$ cat src/rtl/opbus_pkg.sv
package opbus_pkg;

  localparam int INSTR_W   = 16;
  localparam int S_FIELD_W = 3;

  // stack-register operation codes held in the low field of the instruction
  localparam logic [S_FIELD_W-1:0] S_OP_PUSH = 3'd3;
  localparam logic [S_FIELD_W-1:0] S_OP_TOS  = 3'd6;

  // the two flag-store words: every other field is its no-op code (0)
  localparam logic [INSTR_W-1:0] WORD_FLAG_PUSH = INSTR_W'(S_OP_PUSH);
  localparam logic [INSTR_W-1:0] WORD_FLAG_TOS  = INSTR_W'(S_OP_TOS);

  typedef enum int {
    DSRC_P = 0,
    DSRC_A = 1,
    DSRC_X = 2,
    DSRC_Y = 3,
    DSRC_S = 4
  } dsrc_e;

  typedef enum int {
    ASRC_P = 0,
    ASRC_X = 1,
    ASRC_Y = 2,
    ASRC_S = 3
  } asrc_e;

  localparam int N_DSRC = 5;
  localparam int N_ASRC = 4;

  function automatic logic is_flag_store(input logic [INSTR_W-1:0] w);
    return (w == WORD_FLAG_TOS) || (w == WORD_FLAG_PUSH);
  endfunction

endpackage

$ cat src/rtl/opbus_data_merge.sv
module opbus_data_merge #(
  parameter int W = 16,
  parameter int N = 5
) (
  input  logic [N*W-1:0] i_src,
  input  logic [N-1:0]   i_en,
  input  logic [W-1:0]   i_mem,
  input  logic           i_mem_sel,
  output logic [W-1:0]   o_bus
);

  logic [W-1:0] gated [N];
  logic [W-1:0] mem_gated;
  logic         src_any;

  genvar g;
  generate
    for (g = 0; g < N; g++) begin : g_gate
      assign gated[g] = i_en[g] ? i_src[g*W +: W] : '0;
    end
  endgenerate

  assign mem_gated = i_mem_sel ? i_mem : '0;
  assign src_any   = |i_en;

  function automatic logic [W-1:0] or_reduce(input logic [W-1:0] v [N],
                                             input logic [W-1:0] extra);
    logic [W-1:0] acc;
    acc = extra;
    for (int k = 0; k < N; k++) acc = acc | v[k];
    return acc;
  endfunction

  always_comb o_bus = or_reduce(gated, mem_gated);

  always_comb begin
    if (!src_any && !i_mem_sel)
      AST_IDLE_BUS_ZERO: assert (o_bus == '0) else $error("idle bus not zero");
    if (!i_mem_sel)
      AST_BUS_FROM_SOURCES: assert ((o_bus & ~(i_src[0 +: W] | i_src[W +: W] | i_src[2*W +: W]
                                 | i_src[3*W +: W] | i_src[(N-1)*W +: W])) == '0)
        else $error("bus bit without source");
  end

endmodule

$ cat src/rtl/opbus_addr_sum.sv
module opbus_addr_sum #(
  parameter int W = 16,
  parameter int N = 4
) (
  input  logic [N*W-1:0] i_src,
  input  logic [N-1:0]   i_en,
  output logic [W-1:0]   o_sum,
  output logic           o_any
);

  logic [W-1:0] term [N];

  genvar g;
  generate
    for (g = 0; g < N; g++) begin : g_term
      assign term[g] = i_en[g] ? i_src[g*W +: W] : '0;
    end
  endgenerate

  // wrapping sum: carries beyond W bits are dropped
  function automatic logic [W-1:0] wrap_sum(input logic [W-1:0] v [N]);
    logic [W-1:0] acc;
    acc = '0;
    for (int k = 0; k < N; k++) acc = acc + v[k];
    return acc;
  endfunction

  assign o_sum = wrap_sum(term);
  assign o_any = |i_en;

  always_comb begin
    if (i_en == '0)
      AST_ADDR_IDLE_ZERO: assert (o_sum == '0) else $error("sum without sources");
    if ($onehot(i_en) && i_en[0])
      AST_ADDR_SINGLE: assert (o_sum == i_src[0 +: W]) else $error("single source sum");
  end

endmodule

$ cat src/rtl/opbus_cycle_ctrl.sv
module opbus_cycle_ctrl
  import opbus_pkg::*;
(
  input  logic               i_addr_any,
  input  logic               i_data_any,
  input  logic [INSTR_W-1:0] i_instr,
  input  logic               i_bus_ctrl,
  input  logic               i_int_ack,
  output logic               o_vma,
  output logic               o_rnw,
  output logic               o_mem_sel,
  output logic               o_flag_out
);

  logic write_req;

  assign o_flag_out = is_flag_store(i_instr);
  assign o_vma      = i_bus_ctrl && !i_int_ack && i_addr_any;
  assign write_req  = (o_vma && i_data_any) || o_flag_out;
  assign o_rnw      = !write_req;
  assign o_mem_sel  = i_int_ack || (o_vma && o_rnw);

  always_comb begin
    if (i_int_ack)
      AST_VMA_IACK_LOW: assert (!o_vma) else $error("vma in vector read");
    if (!o_rnw)
      AST_WRITE_HAS_CAUSE: assert ((o_vma && i_data_any) || o_flag_out)
        else $error("write without cause");
    if (o_mem_sel && !i_int_ack)
      AST_MEM_ONLY_READ: assert (o_rnw && o_vma) else $error("memory merged on write");
  end

endmodule

$ cat src/rtl/opbus_combiner.sv
module opbus_combiner
  import opbus_pkg::*;
#(
  parameter int DATA_W = 16,
  parameter int UPC_W  = 8
) (
  input  logic [DATA_W-1:0]  i_reg_p,
  input  logic [DATA_W-1:0]  i_reg_a,
  input  logic [DATA_W-1:0]  i_reg_x,
  input  logic [DATA_W-1:0]  i_reg_y,
  input  logic [DATA_W-1:0]  i_reg_s,
  input  logic [N_DSRC-1:0]  i_data_en,
  input  logic [N_ASRC-1:0]  i_addr_en,
  input  logic [DATA_W-1:0]  i_mem_din,
  input  logic [DATA_W-1:0]  i_flags,
  input  logic [INSTR_W-1:0] i_instr,
  input  logic [UPC_W-1:0]   i_upc,
  input  logic               i_bus_ctrl,
  input  logic               i_int_ack,
  input  logic               i_hold_ack,
  output logic [DATA_W-1:0]  o_int_bus,
  output logic [DATA_W-1:0]  o_addr,
  output logic               o_addr_oe,
  output logic               o_vma,
  output logic               o_rnw,
  output logic               o_pnd,
  output logic               o_ctl_oe,
  output logic [DATA_W-1:0]  o_dout,
  output logic               o_dout_oe
);

  localparam int UPC_PAD = DATA_W - UPC_W;

  logic [N_DSRC*DATA_W-1:0] dsrc;
  logic [N_ASRC*DATA_W-1:0] asrc;
  logic [DATA_W-1:0]        addr_sum;
  logic                     addr_any;
  logic                     mem_sel;
  logic                     flag_out;
  logic [DATA_W-1:0]        upc_ext;

  assign dsrc = {i_reg_s, i_reg_y, i_reg_x, i_reg_a, i_reg_p};
  assign asrc = {i_reg_s, i_reg_y, i_reg_x, i_reg_p};

  opbus_data_merge #(.W(DATA_W), .N(N_DSRC)) u_data (
    .i_src     (dsrc),
    .i_en      (i_data_en),
    .i_mem     (i_mem_din),
    .i_mem_sel (mem_sel),
    .o_bus     (o_int_bus)
  );

  opbus_addr_sum #(.W(DATA_W), .N(N_ASRC)) u_addr (
    .i_src (asrc),
    .i_en  (i_addr_en),
    .o_sum (addr_sum),
    .o_any (addr_any)
  );

  opbus_cycle_ctrl u_ctrl (
    .i_addr_any (addr_any),
    .i_data_any (|i_data_en),
    .i_instr    (i_instr),
    .i_bus_ctrl (i_bus_ctrl),
    .i_int_ack  (i_int_ack),
    .o_vma      (o_vma),
    .o_rnw      (o_rnw),
    .o_mem_sel  (mem_sel),
    .o_flag_out (flag_out)
  );

  assign upc_ext   = {{UPC_PAD{1'b0}}, i_upc};
  assign o_addr    = i_bus_ctrl ? addr_sum : upc_ext;
  assign o_pnd     = i_addr_en[ASRC_P];
  assign o_dout    = flag_out ? i_flags : o_int_bus;
  assign o_addr_oe = !i_hold_ack;
  assign o_ctl_oe  = !i_hold_ack;
  assign o_dout_oe = !i_hold_ack && !o_rnw;

  always_comb begin
    if (i_hold_ack)
      AST_HOLD_FLOAT: assert (!o_addr_oe && !o_ctl_oe && !o_dout_oe)
        else $error("driver active in hold");
    if (!i_bus_ctrl)
      AST_STEP_ON_ADDR: assert (!o_vma && o_addr[UPC_W-1:0] == i_upc)
        else $error("step index not on address bus");
    if (o_dout_oe)
      AST_DOUT_ON_WRITE: assert (!o_rnw) else $error("driving data on read");
  end

endmodule

$ cat config.mk
export PLATFORM = sky130hd
export DESIGN_NAME = opbus_combiner
export DESIGN_NICKNAME = d
export VERILOG_FILES = /design/src/rtl/opbus_pkg.sv /design/src/rtl/opbus_data_merge.sv /design/src/rtl/opbus_addr_sum.sv /design/src/rtl/opbus_cycle_ctrl.sv /design/src/rtl/opbus_combiner.sv
export SDC_FILE = /design/constraint.sdc
export NUM_CORES = 1
export LEC_CHECK = 0
export CAP_MARGIN = 20
export CELL_PAD_IN_SITES_DETAIL_PLACEMENT = 1
export CELL_PAD_IN_SITES_GLOBAL_PLACEMENT = 1
export CORE_MARGIN = 2
export CORE_UTILIZATION = 23
export DETAILED_ROUTE_END_ITERATION = 6
export PLACE_DENSITY_LB_ADDON = 0.1
export SLEW_MARGIN = 30
export SYNTH_ARGS = -nofsm -noshare
export SYNTH_HDL_FRONTEND = slang
export SYNTH_HIERARCHICAL = 1
export SYNTH_SLANG_ARGS = --single-unit
$ cat constraint.sdc
create_clock -name vclk -period 3.9
set_input_delay 0.39 -clock vclk [all_inputs]
set_output_delay 0.39 -clock vclk [all_outputs]
set_load 0.01 [all_outputs]
; ---- Word-level counts from Yosys, hierarchy flattened
; Cells that the tools add are included.
[totals]
register_bits = 0
in_bits = 148
out_inout_bits = 54
word_cells = 35
[classes]
addsub = 3
n_eq_ne = 2
muxes = 12
bitwise_logic = 5
reduce_logical = 13
[ops]
columns = op, count
row1 = 16-bit two-way mux, 12
row2 = 16-bit bitwise OR, 5
row3 = 16-bit adder, 3
row4 = 16-bit by 2-bit == test with 1-bit output (second input constant), 1
row5 = 16-bit by 3-bit == test with 1-bit output (second input constant), 1
row6 = 1-bit logical AND, 5
row7 = 5-bit OR reduction, 1
row8 = 4-bit OR reduction, 1
row9 = 1-bit zero test, 3
row10 = 1-bit logical OR, 3

; ---- Logic depth before layout (Yosys ltp)
; Gate-level depths: netlist of the first run.
[logic_depth]
word_depth = 15
mapped_depth = 13
mapped_depth_nobuf = 12

; ---- By module
; The synthesis of the first run kept the hierarchy.
[by_module_without_submodules]
columns = module, instances, cells_per_inst, area_per_inst_um2, seq_area_each_um2
row1 = opbus_addr_sum, 1, 240, 1850.5, 0.0
row2 = opbus_data_merge, 1, 76, 613.1, 0.0
row3 = opbus_combiner, 1, 43, 454.2, 0.0
row4 = opbus_cycle_ctrl, 1, 15, 108.9, 0.0

; ---- Worst setup path after synthesis of the first run
; No wires, ideal clock.
[synth_timing]
path_type = input -> output
startpoint = in i_addr_en[3]
endpoint = out o_addr[13]
arrival_time_ps = 3436
required_time_ps = 3510
slack_ps = 74
stages = 13
n_path_buf = 1
path_cell_list = clkbuf_1 > nand2_1 > fa_1 > fa_1 > inv_1 > ha_1 > fa_1 > a211oi_1 > o21a_1 > o21ai_2 > o31ai_2 > xnor2_1 > and2_1
[synth_between]
elab_chain_cells = 3
[synth_lines]
columns = element, line_no
row1 = "start, declared", opbus_combiner.sv:13  ; input logic [N_ASRC-1:0] i_addr_en,
row2 = 16-bit two-way mux, opbus_addr_sum.sv:16  ; assign term[g] = i_en[g] ? i_src[g*W +: W] : '0;
row3 = 16-bit adder, opbus_addr_sum.sv:24  ; for (int k = 0; k < N; k++) acc = acc + v[k];
row4 = named net addr_sum[13], opbus_combiner.sv:36  ; logic [DATA_W-1:0] addr_sum;
row5 = 16-bit two-way mux, opbus_combiner.sv:73  ; assign o_addr = i_bus_ctrl ? addr_sum : upc_ext;
row6 = "end, declared", opbus_combiner.sv:22  ; output logic [DATA_W-1:0] o_addr,
; The timed path passes the listed nets, and every way through them passes these cells.

; ---- Worst setup path after layout of the first run
[layout_timing]
startpoint = in i_reg_s[13]
endpoint = out o_addr[14]
[layout_between]
elab_chain_cells = 3
[layout_lines]
columns = element, line_no
row1 = "start, declared", opbus_combiner.sv:11  ; input logic [DATA_W-1:0] i_reg_s,
row2 = 16-bit two-way mux, opbus_addr_sum.sv:16
row3 = 16-bit adder, opbus_addr_sum.sv:24
row4 = named net addr_sum[14], opbus_combiner.sv:36
row5 = 16-bit two-way mux, opbus_combiner.sv:73
; The timed path passes the listed nets, and every way through them passes these cells.

==> impl_results.md, run 1 <==
- Synthesis-to-layout area growth: 90.3%
- Die Footprint: 14100 um^2
- Routability congestion estimate: 0.829
- Synthesized area per cell: 8.09 um^2
- Most frequent cells in the layout: 154 x clkdlybuf4s50_1, 47 x buf_4, 44 x a22oi_1
- Number of maximum-capacitance constraint violations: 0
- Nets in the synthesized netlist: 567
- Top post-synthesis cells by area: fa_1 20%, a22oi_1 11%, and2_1 9.9%
- Total detailed-routing wirelength: 14.5 mm
- Vias in the first global route: 4210
- Overall routing resource usage: 0.195
- Overall overflow remaining after global route: 0
- Final-report hold violation count: 0
- Total number of vias: 3638
- Antenna diode count: 0
- Type of the worst setup path: in2out
- Maximum resistive drop on vdd: 59.9 uV
- Standard-cell row count: 41
- Number of nets with antenna violations after detailed routing: 0
- Setup repair after global routing missed its margin: true
- DR vias/cell: 4.66
- Number of ports placed on the die boundary: 202
- Post-synthesis xor/xnor area fraction: 0.0492
- Footprint of the flip-flops and latches: 0 um^2
- Share of the clock period used by the worst path after layout: 1.00
- Placed instance count: 769
- Detailed-route wire length per cell: 18.5 um
- Kind of path behind the tightest hold check: in2out
- Series of cell instances along the critical path: clkdlybuf4s50_1, and2_1, fa_1, inv_1, fa_1, inv_1, ha_4, a21oi_2, o21ai_2, or2_0, o21bai_1, xnor2_1, and2_1, buf_2
- Largest stage delay on the critical path: 0.53 ns
- Mapped Cells: 374
- Status: finished with violations
- Detailed Routing Iterations Pass 1: 4
- Hold Buf Count CTS: 0
- Data required time at the worst endpoint: 3.51 ns
- Violated checks: setup timing
- Overall die width: 119 um
- Drt initial violations: 111
- Fraction of final layout cells sized beyond drive strength 1: 0.308
- Area of the core: 12700 um^2
- Combinational family with the most area after synthesis: adder cells
- Synth Area in Simple Gates: 0.223
- Element type at the critical path start: input port
- Number of clock buffers in the layout: 0
- Number of standard cells in the final layout excluding fillers: 780
- Top-area cell type share of the netlist area: 0.198
- Critical Path Sink Type: output pin
- Final-layout worst hold slack: 1.46 ns
- Minimum setup slack in the final design: -0.00285 ns
- Number of distinct library cell variants in the gate-level netlist after synthesis: 46
- Max-slew violations: 0
- Most area-hungry cell type in the Yosys netlist: fa_1
- Netlist area before placement: 3030 um^2
- Highest-delay cell along the critical path: fa_1
- Number of nets in the final layout: 803
- Warnings from Yosys: 6
- Total of buffers placed on input and output ports: 202
- Total setup violations reported at the end of the flow: 1
- Worst rel slew slack: 0.559
- Crit Path Max Fanout: 5
- Post-synthesis compound-gate area fraction: 0.217
- Most common cell after layout, fill and taps aside: clkdlybuf4s50_1
- Fmax: 0.256 GHz
- Mux contribution to synthesized area: 0.104
- Initial core utilization: 0.238
- Number of remaining DRC errors: 0
- Arrival @ worst endpoint: 3.51 ns
- Reported leakage power: 2.57 nW
- Total Power Consumption: 0.00127 W
- Wire length of the first global-routing pass: 22.3 mm
- Total half-perimeter wirelength after legalization and detailed placement: 11.8 mm
- P per Cell Area: 221 nW/um^2
- Final Critical Period: 3.90 ns
- Slew @ Worst Pin: 0.660 ns
- Setup TNS: -0.00285 ns
- Proportion of synthesized chip area in sequential cells: 0
- Adder-cell area share of the yosys netlist: 0.260
- Antenna violations before repair: 0
- Num sequential: 0
- Pin count of the biggest net entering global routing: 17
- Die height: 119 um
power by group:
part | switching [W] | total, W | internal [W]
registers | 0 | 0 | 0
logic | 0.000567 | 0.00127 | 0.000705
clock network | 0 | 0 | 0
repair_timing:
action	in CTS	in global routing
setup endpoints to repair	14	12
setup buffers	9	4
hold endpoints to repair	0	0
resized for setup	156	51
pin swaps	41	25
metal layers:
| layer | GRT usage | wire length (um) |
|---|---|---|
| met5 | 0 | 0 |
| met4 | 0.00595 | 47 |
| met3 | 0.0236 | 672 |
| met2 | 0.381 | 7790 |
| met1 | 0.236 | 5960 |
logic make-up after synthesis:
logic type      count (synthesis)
fa+ha+maj                      45
compound gates                 85
xor+xnor                       17
buf+inv                        78
simple gates                  125
mux                            24
synth_stat cells (9+ instances only):
cell / instances
and2_1: 48
a22oi_1: 44
buf_6: 13
ha_1: 15
nor2_1: 11
mux2_4: 12
xnor2_1: 14
a21oi_1: 9
fa_1: 30
mux2_2: 12
inv_1: 55
nand3_1: 17
nand2_1: 29
worst max-delay path: cells and delay by family:
family | cells | cell delay [ns]
buffers and inverters | 4 | 0.67
adders and majority gates | 3 | 1.33
and+or+nand+nor | 3 | 0.54
xor gates and xnor gates | 1 | 0.18
AOI/OAI and AO/OA | 3 | 0.40
cell type report:
type               count  area, um^2
fillers             1558        6960
multi-input cells    296        2950
repair buffers       257        2390
well taps            172         215
inverters             55         206
worst paths after layout:
kind	startpoint	endpoint	cells past startpoint
min	i_upc[6]	o_addr[6]	3
max	i_reg_s[13]	o_addr[14]	14
stage by stage:
stage / instance area [um^2] / util / setup slack [ns]
after global placement: 5370 / 0.422 / -0.952
after CTS: 5650 / 0.444 / -0.0102
final: 5760 / 0.453 / -0.00285
after global routing: 5760 / 0.453 / -0.152
after floorplan: 3030 / - / 0.0736
after detailed placement: 5380 / 0.423 / -1.06
Power figures use the tool's default switching activity.
==> run 2: changes to the inputs <==
--- a/config.mk
+++ b/config.mk
@@ -12,6 +12,8 @@
 export CORE_UTILIZATION = 23
 export DETAILED_ROUTE_END_ITERATION = 6
 export PLACE_DENSITY_LB_ADDON = 0.1
+export RECOVER_POWER = 100
+export REMOVE_ABC_BUFFERS = 1
 export SLEW_MARGIN = 30
 export SYNTH_ARGS = -nofsm -noshare
 export SYNTH_HDL_FRONTEND = slang
==> run 2 against run 1 <==
Effect of this change: critical path type unchanged; largest cell class unchanged; count of clock-buffer cells in the layout unchanged; worst setup slack better by 0.042 ns; global-route usage up 0.084 points; cell area about the same; the run now ends clean; sequential share of layout area unchanged; utilization about the same; largest power group unchanged; combinational power down 4%; sequential cell count unchanged; highest routed layer unchanged; first-iteration DRC count down 17%.
==> impl_results.md, run 2 (synthesized netlist as in run 1, its figures left out) <==
- Status: finished, final reports clean
- Placed instance count: 780 (+1.4%)
- Largest stage delay on the critical path: 0.51 ns (-0.02 ns)
- Dpl ws: -1.11 ns (-0.0466 ns)
- Category of cells accounting for the largest share of critical-path delay: adder cells
- Share of the clock period used by the worst path after layout: 0.990 (-0.0108)
- Total half-perimeter wirelength after legalization and detailed placement: 12.3 mm (+4.0%)
- Number of cells traversed by the worst hold path: 3 (unchanged)
- Final-layout worst hold slack: 1.49 ns (+0.0304 ns)
- Final Critical Period: 3.86 ns (-0.0422 ns)
- Number of maximum-capacitance constraint violations: 0 (unchanged)
- Critical path depth: 15 (+1)
- Number of ports placed on the die boundary: 202 (unchanged)
- Crit Path Max Fanout: 6 (+1)
- Drt initial violations: 92 (-17%)
- Total of buffers placed on input and output ports: 202 (unchanged)
- Overall overflow remaining after global route: 0 (unchanged)
- Detailed-route wire length per cell: 18.3 um (-1.6%)
- Die height: 119 um (unchanged)
- Fmax: 0.259 GHz (+1.1%)
- Num sequential: 0 (unchanged)
- Routability congestion estimate: 0.831 (+0.21%)
- Setup repair after global routing missed its margin: true
- Element type at the critical path start: input port
- Most common cell after layout, fill and taps aside: clkdlybuf4s50_1
- Number of standard cells in the final layout excluding fillers: 787 (+0.90%)
- Reported leakage power: 2.54 nW (-1.2%)
- Overall die width: 119 um (unchanged)
- Arrival @ worst endpoint: 3.47 ns (-0.04 ns)
- Synthesis-to-layout area growth: 90.5% (about the same)
- Pin count of the biggest net entering global routing: 17 (unchanged)
- Antenna diode count: 0 (unchanged)
- Wire length of the first global-routing pass: 22.1 mm (-0.84%)
- Final-report hold violation count: 0 (unchanged)
- Total number of vias: 3742 (+2.9%)
- Overall routing resource usage: 0.195 (+0.000844)
- Kind of path behind the tightest hold check: in2out
- Highest-delay cell along the critical path: fa_1
- Initial core utilization: 0.238 (unchanged)
- Critical Path Sink Type: output pin
- Series of cell instances along the critical path: buf_12, nand2_4, fa_1, fa_1, inv_1, ha_2, fa_2, a211oi_4, o21a_1, buf_6, o21ai_4, o31ai_4, xnor2_1, and2_1, buf_2
- Footprint of the flip-flops and latches: 0 um^2 (unchanged)
- Fraction of final layout cells sized beyond drive strength 1: 0.286 (-0.0214)
- DR vias/cell: 4.75 (+1.9%)
- Total setup violations reported at the end of the flow: 0 (-1)
- CP bufs+invs: 4 (unchanged)
- Minimum setup slack in the final design: 0.0393 ns (+0.0422 ns)
- Number of remaining DRC errors: 0 (unchanged)
- Standard-cell row count: 41 (unchanged)
- Type of the worst setup path: in2out
- Area of the core: 12700 um^2 (unchanged)
- Number of nets in the final layout: 810 (+0.87%)
- Detailed Routing Iterations Pass 1: 4 (unchanged)
- Total detailed-routing wirelength: 14.4 mm (-0.68%)
- Maximum resistive drop on vdd: 63.5 uV (+5.9%)
- Die Footprint: 14100 um^2 (unchanged)
- Max-slew violations: 0 (unchanged)
- Number of nets with antenna violations after detailed routing: 0 (unchanged)
- Data required time at the worst endpoint: 3.51 ns (about the same)
- Antenna violations before repair: 0 (unchanged)
- Slew @ Worst Pin: 0.313 ns (-0.347 ns)
- Number of clock buffers in the layout: 0 (unchanged)
- P per Cell Area: 212 nW/um^2 (-4.1%)
- Setup TNS: 0 ns (+0.00285 ns)
- Most frequent cells in the layout: 116 x clkdlybuf4s50_1, 57 x buf_4, 47 x inv_1
- Worst rel slew slack: 0.790 (+0.231)
- Vias in the first global route: 4179 (-0.74%)
- Most used cell, CP: fa_1
run 2: cell type report:
class	count	area, um^2
fillers	1576	6960
multi-input cells	296	2880
repair buffers	264	2460
well taps	172	215
inverters	55	206
run 2: tightest hold or removal path: stages:
cell	delay (ns)
clkdlybuf4s50_1	0.45
mux2_4	0.13
clkbuf_2	0.12
run 2: worst paths after layout:
| check | from | to | slack [ns] |
|---|---|---|---|
| worst max-delay path | i_addr_en[2] | o_addr[13] | 0.04 |
| worst min-delay path | i_upc[7] | o_addr[7] | 1.49 |
run 2: layer usage:
layer,part of all wire,vias to the layer above,global-route usage
met2,0.51,150,0.364
met5,0,-,0
li1,-,1760,-
met1,0.41,1820,0.239
met3,0.061,12,0.0333
met4,0.014,0,0.0246
run 2: what timing repair did:
action,4_1_cts,5_1_grt
buffers inserted,5,2
gates resized for setup,134,48
hold buffers,0,0
pin swaps,37,23
endpoints found under the setup margin,14,12
run 2: through the flow:
| stage | cell area (um^2) | utilization | total power [W] |
|---|---|---|---|
| floorplan | 2790 | - | 0.000521 |
| global placement | 5450 | 0.428 | 0.00110 |
| detailed placement | 5450 | 0.428 | 0.00112 |
| CTS | 5660 | 0.445 | 0.00121 |
| global route | 5760 | 0.453 | 0.00134 |
| finish | 5760 | 0.453 | 0.00122 |
run 2: report_power, final:
part	total (W)	switching (W)	internal (W)	leakage, nW
clock	0	0	0	0
combinational	0.00122	0.000537	0.000684	2.54
sequential	0	0	0	0
total	0.00122	0.000537	0.000684	2.54
